**config.mk**
```make
export PLATFORM = sky130hd
export DESIGN_NAME = aud_dma_irq_ctrl
export DESIGN_NICKNAME = d
export VERILOG_FILES = /design/src/rtl/aud_dma_pkg.sv /design/src/rtl/aud_dma_chan.sv /design/src/rtl/aud_fifo_req.sv /design/src/rtl/aud_ctrl_regs.sv /design/src/rtl/aud_dma_irq_ctrl.sv
export SDC_FILE = /design/constraint.sdc
export NUM_CORES = 1
export LEC_CHECK = 0
export CAP_MARGIN = 20
export CELL_PAD_IN_SITES_DETAIL_PLACEMENT = 0
export CELL_PAD_IN_SITES_GLOBAL_PLACEMENT = 1
export CORE_AREA = 4 4 136 138
export CTS_BUF_LIST = sky130_fd_sc_hd__clkbuf_16
export DETAILED_ROUTE_END_ITERATION = 6
export DIE_AREA = 0 0 140 142
export PLACE_DENSITY_LB_ADDON = 0.05
export SYNTH_ARGS = -nofsm -noshare
export SYNTH_HDL_FRONTEND = slang
export SYNTH_SLANG_ARGS = --single-unit
```
**constraint.sdc**
```tcl
create_clock -name clk -period 6.1 [get_ports clk]
set_input_delay 0.915 -clock clk [delete_from_list [all_inputs] [get_ports clk]]
set_output_delay 0.915 -clock clk [all_outputs]
set_load 0.01 [all_outputs]
```
**src/rtl/aud_dma_pkg.sv**
```systemverilog
// Package: shared widths, bit positions and the control field type for the
// audio buffer controller. Assumes a 16-bit status word.
package aud_dma_pkg;

    localparam int CSR_W       = 16;
    localparam int BIT_SER_EN  = 1;
    localparam int BIT_LINK_EN = 2;
    localparam int BIT_THR_SEL = 4;
    localparam int BIT_TX_FLAG = 6;
    localparam int BIT_RX_FLAG = 7;
    localparam int BIT_PIN_SEL = 8;

    typedef struct packed {
        logic       pin_to_link;
        logic       thr_small;
        logic       link_en;
        logic       ser_en;
    } aud_ctrl_t;

endpackage

```
**src/rtl/aud_dma_chan.sv**
```systemverilog
// Module: one channel's circular address tracker and sticky flag.
// The current address steps one word per advance and wraps from end to begin.
// The flag sets when an advance lands on the midpoint or on the end address.
// Assumes begin <= end and that both stay stable while the channel runs.
module aud_dma_chan #(
    parameter int ADDR_W = 16
) (
    input  logic              clk,
    input  logic              rst_n,
    input  logic [ADDR_W-1:0] buf_begin,
    input  logic [ADDR_W-1:0] buf_end,
    input  logic              adv,
    input  logic              clr,
    output logic [ADDR_W-1:0] cur,
    output logic              flag
);

    logic [ADDR_W-1:0] span_m1;
    logic [ADDR_W-1:0] mid_addr;
    logic [ADDR_W-1:0] nxt_addr;
    logic              hit;

    // Midpoint and next address, plus whether this advance reaches a match.
    always_comb begin
        span_m1  = buf_end - buf_begin - ADDR_W'(1);
        mid_addr = (span_m1 >> 1) + buf_begin;
        nxt_addr = (cur == buf_end) ? buf_begin : cur + ADDR_W'(1);
        hit      = adv && ((nxt_addr == mid_addr) || (nxt_addr == buf_end));
    end

    // Current address register: load begin on reset, step on advance.
    always_ff @(posedge clk) begin
        if (!rst_n) begin
            cur <= buf_begin;
        end else if (adv) begin
            cur <= nxt_addr;
        end
    end

    // Sticky flag: a set event takes priority over a software clear.
    always_ff @(posedge clk) begin
        if (!rst_n) begin
            flag <= 1'b0;
        end else if (hit) begin
            flag <= 1'b1;
        end else if (clr) begin
            flag <= 1'b0;
        end
    end

    p_step_r2: assert property (@(posedge clk) disable iff (!rst_n)
        (adv && cur != buf_end) |=> cur == $past(cur) + ADDR_W'(1));

    p_hold_r2: assert property (@(posedge clk) disable iff (!rst_n)
        !adv |=> $stable(cur));

    p_wrap_r3: assert property (@(posedge clk) disable iff (!rst_n)
        (adv && cur == buf_end) |=> cur == $past(buf_begin));

    p_rise_on_adv_r8: assert property (@(posedge clk) disable iff (!rst_n)
        $rose(flag) |-> $past(adv));

    p_clear_r6: assert property (@(posedge clk) disable iff (!rst_n)
        (clr && !adv) |=> !flag);

    p_set_wins_r7: assert property (@(posedge clk) disable iff (!rst_n)
        clr |=> (!flag || $past(adv)));

endmodule

```
**src/rtl/aud_fifo_req.sv**
```systemverilog
// Module: FIFO service request from occupancy against a selectable level.
// DRAIN=1 requests at or above the level (capture side). DRAIN=0 requests
// at or below it (playback side). Assumes occupancy is a plain count.
module aud_fifo_req #(
    parameter int LVL_W  = 5,
    parameter int THR_HI = 8,
    parameter int THR_LO = 4,
    parameter bit DRAIN  = 1'b1
) (
    input  logic [LVL_W-1:0] level,
    input  logic             thr_small,
    output logic             req
);

    logic [LVL_W-1:0] thr;

    // Pick the active level from the select bit.
    always_comb begin
        thr = thr_small ? LVL_W'(THR_LO) : LVL_W'(THR_HI);
    end

    generate
        if (DRAIN) begin : g_drain
            // Capture: ask for draining once enough data is held.
            always_comb req = (level >= thr);
        end else begin : g_fill
            // Playback: ask for refill once occupancy has fallen low.
            always_comb req = (level <= thr);
        end
    endgenerate

endmodule

```
**src/rtl/aud_ctrl_regs.sv**
```systemverilog
// Module: control and status word. It holds the enables, the pin route and
// the threshold select. It decodes write-one-to-clear strobes for the two
// channel flags and assembles the readback. Reserved bits read zero.
module aud_ctrl_regs
    import aud_dma_pkg::*;
(
    input  logic             clk,
    input  logic             rst_n,
    input  logic             wr,
    input  logic [CSR_W-1:0] wdata,
    input  logic             tx_flag,
    input  logic             rx_flag,
    output aud_ctrl_t        ctrl,
    output logic             tx_clr,
    output logic             rx_clr,
    output logic [CSR_W-1:0] rdata
);

    // Control fields: cleared on reset, loaded on every write.
    always_ff @(posedge clk) begin
        if (!rst_n) begin
            ctrl <= '0;
        end else if (wr) begin
            ctrl.pin_to_link <= wdata[BIT_PIN_SEL];
            ctrl.thr_small   <= wdata[BIT_THR_SEL];
            ctrl.link_en     <= wdata[BIT_LINK_EN];
            ctrl.ser_en      <= wdata[BIT_SER_EN];
        end
    end

    // Write-one-to-clear strobes for the flags.
    always_comb begin
        tx_clr = wr && wdata[BIT_TX_FLAG];
        rx_clr = wr && wdata[BIT_RX_FLAG];
    end

    // Readback word: only the defined bits are driven.
    always_comb begin
        rdata              = '0;
        rdata[BIT_PIN_SEL] = ctrl.pin_to_link;
        rdata[BIT_RX_FLAG] = rx_flag;
        rdata[BIT_TX_FLAG] = tx_flag;
        rdata[BIT_THR_SEL] = ctrl.thr_small;
        rdata[BIT_LINK_EN] = ctrl.link_en;
        rdata[BIT_SER_EN]  = ctrl.ser_en;
    end

    p_en_load_r10: assert property (@(posedge clk) disable iff (!rst_n)
        wr |=> {ctrl.link_en, ctrl.ser_en} == $past(wdata[BIT_LINK_EN:BIT_SER_EN]));

    p_rsvd_zero_r10: assert property (@(posedge clk) disable iff (!rst_n)
        (wr && |{wdata[CSR_W-1:BIT_PIN_SEL+1], wdata[5], wdata[3], wdata[0]})
        |=> (rdata[CSR_W-1:BIT_PIN_SEL+1] == '0 && rdata[5] == 1'b0
             && rdata[3] == 1'b0 && rdata[0] == 1'b0));

endmodule

```
**src/rtl/aud_dma_irq_ctrl.sv**
```systemverilog
// Module: top of the audio buffer controller. It holds the control word, two
// circular address channels (playback index 0, capture index 1), their
// active-low interrupt lines and two FIFO request comparators.
// Assumes the begin and end inputs stay stable while the channels run.
module aud_dma_irq_ctrl
    import aud_dma_pkg::*;
#(
    parameter int ADDR_W = 16,
    parameter int LVL_W  = 5,
    parameter int THR_HI = 8,
    parameter int THR_LO = 4
) (
    input  logic              clk,
    input  logic              rst_n,
    input  logic              csr_wr,
    input  logic [CSR_W-1:0]  csr_wdata,
    output logic [CSR_W-1:0]  csr_rdata,
    input  logic [ADDR_W-1:0] tx_begin,
    input  logic [ADDR_W-1:0] tx_end,
    input  logic [ADDR_W-1:0] rx_begin,
    input  logic [ADDR_W-1:0] rx_end,
    input  logic              tx_adv,
    input  logic              rx_adv,
    output logic [ADDR_W-1:0] tx_cur,
    output logic [ADDR_W-1:0] rx_cur,
    output logic              tx_irq_n,
    output logic              rx_irq_n,
    input  logic [LVL_W-1:0]  tx_level,
    input  logic [LVL_W-1:0]  rx_level,
    output logic              tx_fifo_req,
    output logic              rx_fifo_req,
    output logic              ser_en,
    output logic              link_en,
    output logic              pins_to_link
);

    localparam int N_CH = 2;

    aud_ctrl_t         ctrl;
    logic [N_CH-1:0]   ch_clr;
    logic [N_CH-1:0]   ch_flag;
    logic [N_CH-1:0]   ch_adv;
    logic [ADDR_W-1:0] ch_begin [N_CH];
    logic [ADDR_W-1:0] ch_end   [N_CH];
    logic [ADDR_W-1:0] ch_cur   [N_CH];

    aud_ctrl_regs u_regs (
        .clk     (clk),
        .rst_n   (rst_n),
        .wr      (csr_wr),
        .wdata   (csr_wdata),
        .tx_flag (ch_flag[0]),
        .rx_flag (ch_flag[1]),
        .ctrl    (ctrl),
        .tx_clr  (ch_clr[0]),
        .rx_clr  (ch_clr[1]),
        .rdata   (csr_rdata)
    );

    // Gather per-channel inputs into arrays indexed by channel.
    always_comb begin
        ch_adv      = {rx_adv, tx_adv};
        ch_begin[0] = tx_begin;
        ch_begin[1] = rx_begin;
        ch_end[0]   = tx_end;
        ch_end[1]   = rx_end;
    end

    generate
        for (genvar c = 0; c < N_CH; c++) begin : g_chan
            aud_dma_chan #(.ADDR_W(ADDR_W)) u_chan (
                .clk       (clk),
                .rst_n     (rst_n),
                .buf_begin (ch_begin[c]),
                .buf_end   (ch_end[c]),
                .adv       (ch_adv[c]),
                .clr       (ch_clr[c]),
                .cur       (ch_cur[c]),
                .flag      (ch_flag[c])
            );
        end
    endgenerate

    aud_fifo_req #(.LVL_W(LVL_W), .THR_HI(THR_HI), .THR_LO(THR_LO), .DRAIN(1'b0)) u_tx_req (
        .level     (tx_level),
        .thr_small (ctrl.thr_small),
        .req       (tx_fifo_req)
    );

    aud_fifo_req #(.LVL_W(LVL_W), .THR_HI(THR_HI), .THR_LO(THR_LO), .DRAIN(1'b1)) u_rx_req (
        .level     (rx_level),
        .thr_small (ctrl.thr_small),
        .req       (rx_fifo_req)
    );

    // Drive the outputs: addresses, inverted flags and control fields.
    always_comb begin
        tx_cur       = ch_cur[0];
        rx_cur       = ch_cur[1];
        tx_irq_n     = ~ch_flag[0];
        rx_irq_n     = ~ch_flag[1];
        ser_en       = ctrl.ser_en;
        link_en      = ctrl.link_en;
        pins_to_link = ctrl.pin_to_link;
    end

endmodule

```
==> impl_metrics.sql, run 1 <==
INSERT INTO impl_metrics (metric_group, metric, value, unit) VALUES
('status', 'run_status', 'completed', ''),
('pwr', 'power.static_leakage', '3.48', 'nW'),
('floorplan', 'rows', '48', ''),
('clocking', 'clk_pin_slew', '0.06', 'ns'),
('sta', 'slew_viol_final', '0', ''),
('placed_design', 'gp_routability_congestion', '0.886', ''),
('pwr', 'switchingPower', '0.690', 'mW'),
('grt', 'largest_net_degree_at_the_start_of_global_routing', '23', ''),
('finish', 'utilization', '0.479', ''),
('clocking', 'cts_hold_buffers', '0', ''),
('pwr', 'vdd_ir_drop_max', '0.0976', 'mV'),
('floorplan', 'placeable_core_region', '0.0172', 'mm2'),
('sta', 'setup_repair_after_global_routing_missed_its_margin', 'no', ''),
('pwr', 'netSwitchingFraction', '0.418', ''),
('finish', 'n_antenna_cell', '0', ''),
('pwr', 'seq_power_share', '0.225', ''),
('grt', 'grt_pass1_wl', '32100', 'um'),
('critical_path', 'critPathKind', 'input port to flop', ''),
('logic_synthesis', 'yosysWarningCount', '0', ''),
('floorplan', 'dieHeight', '142', 'um'),
('sta', 'finalHoldViolations', '0', ''),
('detailed_routing', 'drc', '0', ''),
('detailed_routing', 'postRouteAntennaNets', '0', ''),
('logic_synthesis', 'synth_async_sr_flop_share', '0', ''),
('clocking', 'clock_sinks', '38', ''),
('clocking', 'cts_made_buffers', '5', ''),
('floorplan', 'floorplan.io_pins', '150', ''),
('sta', 'fin_setup_tns', '0', 'ns'),
('critical_path', 'crit_path_end_kind', 'flop', ''),
('logic_synthesis', 'cell_area_after_technology_mapping', '0.00665', 'mm2'),
('sta', 'skew', '0.00697', 'ns'),
('finish', 'nets', '1096', ''),
('run', 'drv_cap', '0', ''),
('logic_synthesis', 'cells_after_synthesis', '811', ''),
('critical_path', 'worst_setup_path_start_kind', 'input port', ''),
('grt', 'total_global_routing_overflow', '0', ''),
('logic_synthesis', 'synth_seq_cells', '38', ''),
('critical_path', 'cp_data_arrival_time', '5.80', 'ns'),
('pwr', 'combinational_share_of_power', '0.616', ''),
('logic_synthesis', 'synth_enable_flop_cells', '32', ''),
('clocking', 'worstSkewPairLatency', '0.30', 'ns'),
('hold_path', 'timing.hold.worst_path_depth', '2', ''),
('clocking', 'clock_tree_from_tritoncts', 'built', ''),
('sta', 'period_share', '0.913', ''),
('critical_path', 'timing.critical_path.fanout_max', '5', ''),
('finish', 'area_growth', '23.7', '%'),
('clocking', 'clk_root_buffer_cell', 'sky130_fd_sc_hd__clkbuf_16', ''),
('hold_path', 'holdCritStartpoint', 'u_regs.ctrl[1]', ''),
('grt', 'number_of_global_route_vias_before_repair', '6114', ''),
('grt', 'antenna_found_initial', '0', ''),
('grt', 'global_route.usage.total', '0.200', ''),
('critical_path', 'regToRegEndpoint', 'g_chan[1].u_chan.flag', ''),
('detailed_routing', 'drtPass1Iterations', '5', ''),
('sta', 'fmax', '179', 'MHz'),
('sta', 'worst-slew-pin-transition', '0.894', 'ns'),
('floorplan', 'die_width', '140', 'um'),
('hold_path', 'worstHoldPathType', 'flop to flop', ''),
('logic_synthesis', 'synth_sequential_area_ratio', '0.163', ''),
('floorplan', 'starting_density', '0.387', ''),
('critical_path', 'regToRegSetupSlack', '2.13', 'ns'),
('critical_path', 'regToRegStartpoint', 'g_chan[1].u_chan.cur[1]', ''),
('finish', 'stdcell_count', '1153', ''),
('logic_synthesis', 'postSynth.topFlopCell', 'sky130_fd_sc_hd__edfxtp_1', ''),
('finish', 'fraction_of_final_layout_cells_sized_beyond_drive_strength_1', '0.0399', ''),
('pwr', 'clkPwrFrac', '0.160', ''),
('finish', 'fillerInstances', '1724', ''),
('logic_synthesis', 'netlist-cell-type-count', '65', ''),
('detailed_routing', 'wl_per_cell', '17.7', 'um'),
('sta', 'post-route-min-period', '5.57', 'ns'),
('clocking', 'cts_setup_buffers', '0', ''),
('detailed_routing', 'drt-total-wl', '20400', 'um');
cells by family after synthesis:
kind of cell             count (synthesis)  synth area share
XOR/XNOR                               159             0.218
buffers and inverters                   87            0.0611
flip-flops                              38             0.163
AO/OA/AOI/OAI                          172             0.162
multiplexers                            44            0.0700
other                                    1          0.000564
adder cells (fa/ha/maj)                 74             0.144
AND/OR/NAND/NOR                        236             0.181
placed cells by master, fill, tap and decap left out, types with 32 or more instances in the layout:
cell,n
sky130_fd_sc_hd__nand2_1,53
sky130_fd_sc_hd__xnor2_1,69
sky130_fd_sc_hd__nor2_1,49
sky130_fd_sc_hd__o21ai_0,34
sky130_fd_sc_hd__edfxtp_1,32
sky130_fd_sc_hd__clkdlybuf4s50_1,129
sky130_fd_sc_hd__ha_1,70
sky130_fd_sc_hd__inv_1,54
sky130_fd_sc_hd__xor2_1,86
sky130_fd_sc_hd__a21oi_1,51
synthesized netlist by cell type (6+ instances only):
| cell type | n | area [um2] |
|---|---|---|
| sky130_fd_sc_hd__a211oi_1 | 6 | 45.0 |
| sky130_fd_sc_hd__nand3_1 | 28 | 140 |
| sky130_fd_sc_hd__a31oi_1 | 9 | 56.3 |
| sky130_fd_sc_hd__clkbuf_1 | 10 | 37.5 |
| sky130_fd_sc_hd__edfxtp_1 | 32 | 961 |
| sky130_fd_sc_hd__xor2_1 | 86 | 753 |
| sky130_fd_sc_hd__mux2_2 | 14 | 158 |
| sky130_fd_sc_hd__nor3_1 | 12 | 60.1 |
| sky130_fd_sc_hd__ha_1 | 70 | 876 |
| sky130_fd_sc_hd__nand2b_1 | 7 | 43.8 |
| sky130_fd_sc_hd__a21o_1 | 17 | 128 |
| sky130_fd_sc_hd__and3_1 | 8 | 50.1 |
| sky130_fd_sc_hd__a21oi_1 | 51 | 255 |
| sky130_fd_sc_hd__buf_4 | 16 | 120 |
| sky130_fd_sc_hd__o21ai_1 | 9 | 45.0 |
| sky130_fd_sc_hd__dfxtp_1 | 6 | 120 |
| sky130_fd_sc_hd__nand2_1 | 53 | 199 |
| sky130_fd_sc_hd__xnor2_1 | 69 | 604 |
| sky130_fd_sc_hd__nand4_1 | 24 | 150 |
| sky130_fd_sc_hd__inv_1 | 52 | 195 |
| sky130_fd_sc_hd__nor2b_1 | 11 | 68.8 |
| sky130_fd_sc_hd__o21ai_0 | 34 | 170 |
| sky130_fd_sc_hd__mux2i_1 | 28 | 280 |
| sky130_fd_sc_hd__o21bai_1 | 7 | 52.6 |
| sky130_fd_sc_hd__nor2_1 | 49 | 184 |
| sky130_fd_sc_hd__o21a_1 | 10 | 75.1 |
| sky130_fd_sc_hd__nor4_1 | 20 | 125 |
final cells by class:
class / instances / area, um2 / share of cell area
clock inverters: 3 / 11.3 / 0.00137
flip-flops and latches: 38 / 1080 / 0.131
repair buffers: 135 / 1340 / 0.162
multi-input cells: 695 / 5200 / 0.632
inverters: 52 / 195 / 0.0237
clock buffers: 5 / 125 / 0.0152
well taps: 225 / 282 / 0.0342
critical path, stage by stage:
cell and delay (ns):
sky130_fd_sc_hd__clkdlybuf4s50_1 0.56, sky130_fd_sc_hd__inv_1 0.14, sky130_fd_sc_hd__ha_1 0.30, sky130_fd_sc_hd__and3b_1 0.18, sky130_fd_sc_hd__o21ai_0 0.22, sky130_fd_sc_hd__a21boi_1 0.14, sky130_fd_sc_hd__o31ai_1 0.49, sky130_fd_sc_hd__nand2b_1 0.12
sky130_fd_sc_hd__a21oi_1 0.19, sky130_fd_sc_hd__xnor2_1 0.09, sky130_fd_sc_hd__ha_1 0.23, sky130_fd_sc_hd__nor4_1 0.27, sky130_fd_sc_hd__o21ai_1 0.20, sky130_fd_sc_hd__a41o_1 0.32, sky130_fd_sc_hd__a311oi_1 0.27, sky130_fd_sc_hd__mux2i_1 0.12
sky130_fd_sc_hd__a211oi_2 0.23, sky130_fd_sc_hd__nand4_1 0.14, sky130_fd_sc_hd__or4_1 0.52, sky130_fd_sc_hd__a21oi_1 0.15
power by group through the flow:
stage	Clock [mW]	Combinational, mW	Sequential [mW]
finish	0.264	1.02	0.371
global route	0.278	1.12	0.377
CTS	0.269	1.02	0.371
detailed placement	0	1.01	0.376
global placement	0	1.00	0.375
floorplan	0	0.727	0.363
worst max-delay path by stage:
stage,start,end,cells past startpoint
after global placement,rx_begin[1],g_chan[1].u_chan.flag,20
after CTS,rx_begin[1],g_chan[1].u_chan.flag,20
final,rx_begin[1],g_chan[1].u_chan.flag,20
after floorplan,rx_begin[1],g_chan[1].u_chan.flag,17
after detailed placement,rx_begin[1],g_chan[1].u_chan.flag,20
after global routing,rx_begin[1],g_chan[1].u_chan.flag,20
state kept, by name, indices dropped and copies added, names as in the netlist:
name / count
u_regs.ctrl: 4
g_chan.u_chan.flag: 2
g_chan.u_chan.cur: 32
layer usage:
metal,wire (um),vias to the layer above,part of all wire,GRT usage
met5,0,-,0,0
met4,435,0,0.021,0.0520
met3,771,26,0.038,0.0245
met2,10300,163,0.50,0.367
met1,8940,2879,0.44,0.248
li1,-,3115,-,-
metrics by stage:
step / worst slack [ns] / hold WS [ns] / instance area [um2] / power [mW]
2_1_floorplan: 1.39 / 0.550 / 6680 / 1.09
3_3_place_gp: 0.331 / 0.532 / 8090 / 1.38
3_5_place_dp: 0.279 / 0.537 / 8090 / 1.39
4_1_cts: 0.547 / 0.547 / 8230 / 1.66
5_1_grt: 0.0571 / 0.594 / 8230 / 1.78
6_report: 0.528 / 0.542 / 8230 / 1.65
Note: power is estimated with default switching activity, not from simulation.
==> run 2, diff against run 1 <==
Clock period 6.1 ns to 5.8 ns, I/O delays scaled along.
==> run 2 against run 1 <==
Net effect: via count grew 0.49%; largest power group unchanged; cell count grew 0.35%; highest routed layer unchanged; clock skew grew 0.0019 ns.
==> impl_metrics.sql, run 2 (same netlist as run 1, synthesis figures left out) <==
INSERT INTO impl_metrics (metric_group, metric, value, unit) VALUES
('critical_path', 'worstPathRequired', '6.03', 'ns'),
('clocking', 'cts_hold_buffers', '0', ''),
('clocking', 'cts_made_buffers', '5', ''),
('finish', 'fraction_of_final_layout_cells_sized_beyond_drive_strength_1', '0.0451', ''),
('critical_path', 'timing.reg2reg.worst_path_depth', '10', ''),
('critical_path', 'crit_path_end_kind', 'flop', ''),
('floorplan', 'starting_density', '0.387', ''),
('status', 'run_status', 'completed', ''),
('grt', 'global_route.usage.total', '0.203', ''),
('detailed_routing', 'highest_layer', 'met4', ''),
('clocking', 'clock_sinks', '38', ''),
('sta', 'fin_setup_tns', '0', 'ns'),
('detailed_routing', 'dr.first_iter.drc_count', '292', ''),
('detailed_routing', 'via_count_of_the_routed_design', '6213', ''),
('sta', 'slew_viol_final', '0', ''),
('hold_path', 'worstHoldPathType', 'flop to flop', ''),
('clocking', 'clk_pin_slew', '0.06', 'ns'),
('critical_path', 'regToRegEndpoint', 'g_chan[1].u_chan.flag', ''),
('floorplan', 'die_width', '140', 'um'),
('critical_path', 'regToRegSetupSlack', '1.97', 'ns'),
('sta', 'fmax', '187', 'MHz'),
('finish', 'max_flop_register', 'g_chan.u_chan.cur', ''),
('sta', 'finalHoldViolations', '0', ''),
('pwr', 'vdd_ir_drop_max', '0.106', 'mV'),
('grt', 'largest_net_degree_at_the_start_of_global_routing', '23', ''),
('grt', 'grt_pass1_wl', '32700', 'um'),
('finish', 'mostFrequentLayoutCells', 'sky130_fd_sc_hd__clkdlybuf4s50_1 (129), sky130_fd_sc_hd__xor2_1 (86), sky130_fd_sc_hd__ha_1 (70)', ''),
('clocking', 'cts_buffer_depth', '2', ''),
('finish', 'most_common_cell_after_layout_fill_and_taps_aside', 'sky130_fd_sc_hd__clkdlybuf4s50_1', ''),
('placed_design', 'worst_slack_at_placement', '0.181', 'ns'),
('sta', 'setup_ws', '0.461', 'ns'),
('hold_path', 'timing.hold.worst_path_depth', '2', ''),
('finish', 'largest_register_ff_count', '32', ''),
('sta', 'period_share', '0.921', ''),
('grt', 'antenna_found_initial', '0', ''),
('grt', 'number_of_global_route_vias_before_repair', '6299', ''),
('sta', 'setup_repair_after_global_routing_missed_its_margin', 'no', ''),
('sta', 'post-route-min-period', '5.34', 'ns'),
('detailed_routing', 'routed-wl-met2', '10700', 'um'),
('critical_path', 'worst_setup_path_start_kind', 'input port', ''),
('floorplan', 'rows', '48', ''),
('detailed_routing', 'drtPass1Iterations', '6', ''),
('pwr', 'report.power.total', '1.75', 'mW'),
('finish', 'n_antenna_cell', '0', ''),
('finish', 'nets', '1100', ''),
('clocking', 'clock_tree_from_tritoncts', 'built', ''),
('detailed_routing', 'routed_wire_length_on_met3', '744', 'um'),
('detailed_routing', 'met1_length', '9020', 'um'),
('placed_design', 'gp_routability_congestion', '0.861', ''),
('critical_path', 'regToRegStartpoint', 'g_chan[1].u_chan.cur[1]', ''),
('placed_design', 'io_buffers', '129', ''),
('sta', 'setup-violations-final', '0', ''),
('critical_path', 'timing.critical_path.fanout_max', '7', ''),
('critical_path', 'critPathKind', 'input port to flop', ''),
('sta', 'skew', '0.00891', 'ns'),
('run', 'drv_cap', '0', ''),
('finish', 'biggestRegsByFlops', 'g_chan.u_chan.cur x32, u_regs.ctrl x4, g_chan.u_chan.flag x2', ''),
('pwr', 'power.static_leakage', '3.50', 'nW'),
('detailed_routing', 'wl_per_cell', '18.0', 'um'),
('clocking', 'clk_root_buffer_cell', 'sky130_fd_sc_hd__clkbuf_16', ''),
('placed_design', 'detailed_place.area', '0.00812', 'mm2'),
('floorplan', 'floorplan.io_pins', '150', ''),
('placed_design', 'hpwlAfterDp', '17600', 'um'),
('hold_path', 'holdCritStartpoint', 'u_regs.ctrl[0]', ''),
('critical_path', 'cp_data_arrival_time', '5.57', 'ns'),
('floorplan', 'die-area', '0.0199', 'mm2'),
('pwr', 'powerDensity', '211', 'mW/mm2'),
('floorplan', 'placeable_core_region', '0.0172', 'mm2'),
('detailed_routing', 'postRouteAntennaNets', '0', ''),
('clocking', 'h-tree-depth', '2', ''),
('finish', 'design_area', '0.00826', 'mm2'),
('hold_path', 'hold_path_end', 'u_regs.ctrl[0]', ''),
('floorplan', 'dieHeight', '142', 'um'),
('detailed_routing', 'drt-total-wl', '20800', 'um'),
('grt', 'total_global_routing_overflow', '0', ''),
('clocking', 'worstSkewPairLatency', '0.30', 'ns'),
('detailed_routing', 'drc', '0', ''),
('detailed_routing', 'drt-vias-per-instance', '5.37', ''),
('clocking', 'cts_setup_buffers', '0', ''),
('sta', 'slew_headroom', '0.381', ''),
('clocking', 'cts-resized-gates', '0', ''),
('sta', 'worst-slew-pin-transition', '0.928', 'ns'),
('finish', 'area_growth', '24.2', '%');
[run 2: cell types whose count changed in the layout (fill, tap and decap cells not counted), sizes merged]
| cell | previous run | this run |
|---|---|---|
| inv | 54 | 53 |
| clkinv | 1 | 2 |
| buf | 6 | 10 |
[run 2: worst max path at each step]
stage                       endpoint   startpoint  slack (ns)
2_1_floorplan  g_chan[1].u_chan.flag  rx_begin[1]        1.13
6_report       g_chan[1].u_chan.flag    rx_end[0]        0.46
3_3_place_gp   g_chan[1].u_chan.flag    rx_end[0]        0.24
4_1_cts        g_chan[1].u_chan.flag    rx_end[0]        0.46
5_1_grt        g_chan[1].u_chan.flag    rx_end[1]        0.04
3_5_place_dp   g_chan[1].u_chan.flag    rx_end[0]        0.18
[run 2: power breakdown]
part	switching, mW	internal (mW)
Combinational	0.549	0.526
Clock	0.125	0.156
Sequential	0.0568	0.333
[run 2: worst max-delay path: stages]
cell and delay [ns]:
sky130_fd_sc_hd__clkdlybuf4s50_1 0.53, sky130_fd_sc_hd__nor2b_1 0.21, sky130_fd_sc_hd__fa_1 0.41, sky130_fd_sc_hd__a21o_1 0.18
sky130_fd_sc_hd__a21oi_1 0.24, sky130_fd_sc_hd__o21bai_1 0.09, sky130_fd_sc_hd__a21o_1 0.20, sky130_fd_sc_hd__a21oi_1 0.19
sky130_fd_sc_hd__inv_1 0.06, sky130_fd_sc_hd__a21oi_1 0.17, sky130_fd_sc_hd__xnor2_1 0.15, sky130_fd_sc_hd__ha_1 0.33
sky130_fd_sc_hd__o221ai_1 0.31, sky130_fd_sc_hd__xnor2_1 0.18, sky130_fd_sc_hd__xnor2_1 0.09, sky130_fd_sc_hd__a2111oi_0 0.50
sky130_fd_sc_hd__nand4_1 0.19, sky130_fd_sc_hd__or4_1 0.52, sky130_fd_sc_hd__a21oi_1 0.16
[run 2: stage by stage]
stage                     std cells   util  hold WS, ns
final                          1157  0.481        0.550
after floorplan                 820      -        0.550
after detailed placement       1149  0.473        0.536
after CTS                      1157  0.481        0.549
after global placement         1149  0.473        0.529
after global routing           1157  0.481        0.582
[run 2: per-layer routing]
layer | track usage | vias to the layer above
li1 | - | 3130
met5 | 0 | -
met3 | 0.0165 | 21
met1 | 0.252 | 2906
met2 | 0.382 | 156
met4 | 0.0500 | 0
[run 2: area by class of cell]
cell class | count | area (um2)
tap | 225 | 282
timing repair buffer | 139 | 1370
multi-input combinational | 695 | 5200
clock buffer | 5 | 125
clock inverter | 3 | 12.5
fill | 1720 | 8920
inverter | 52 | 195
sequential | 38 | 1080
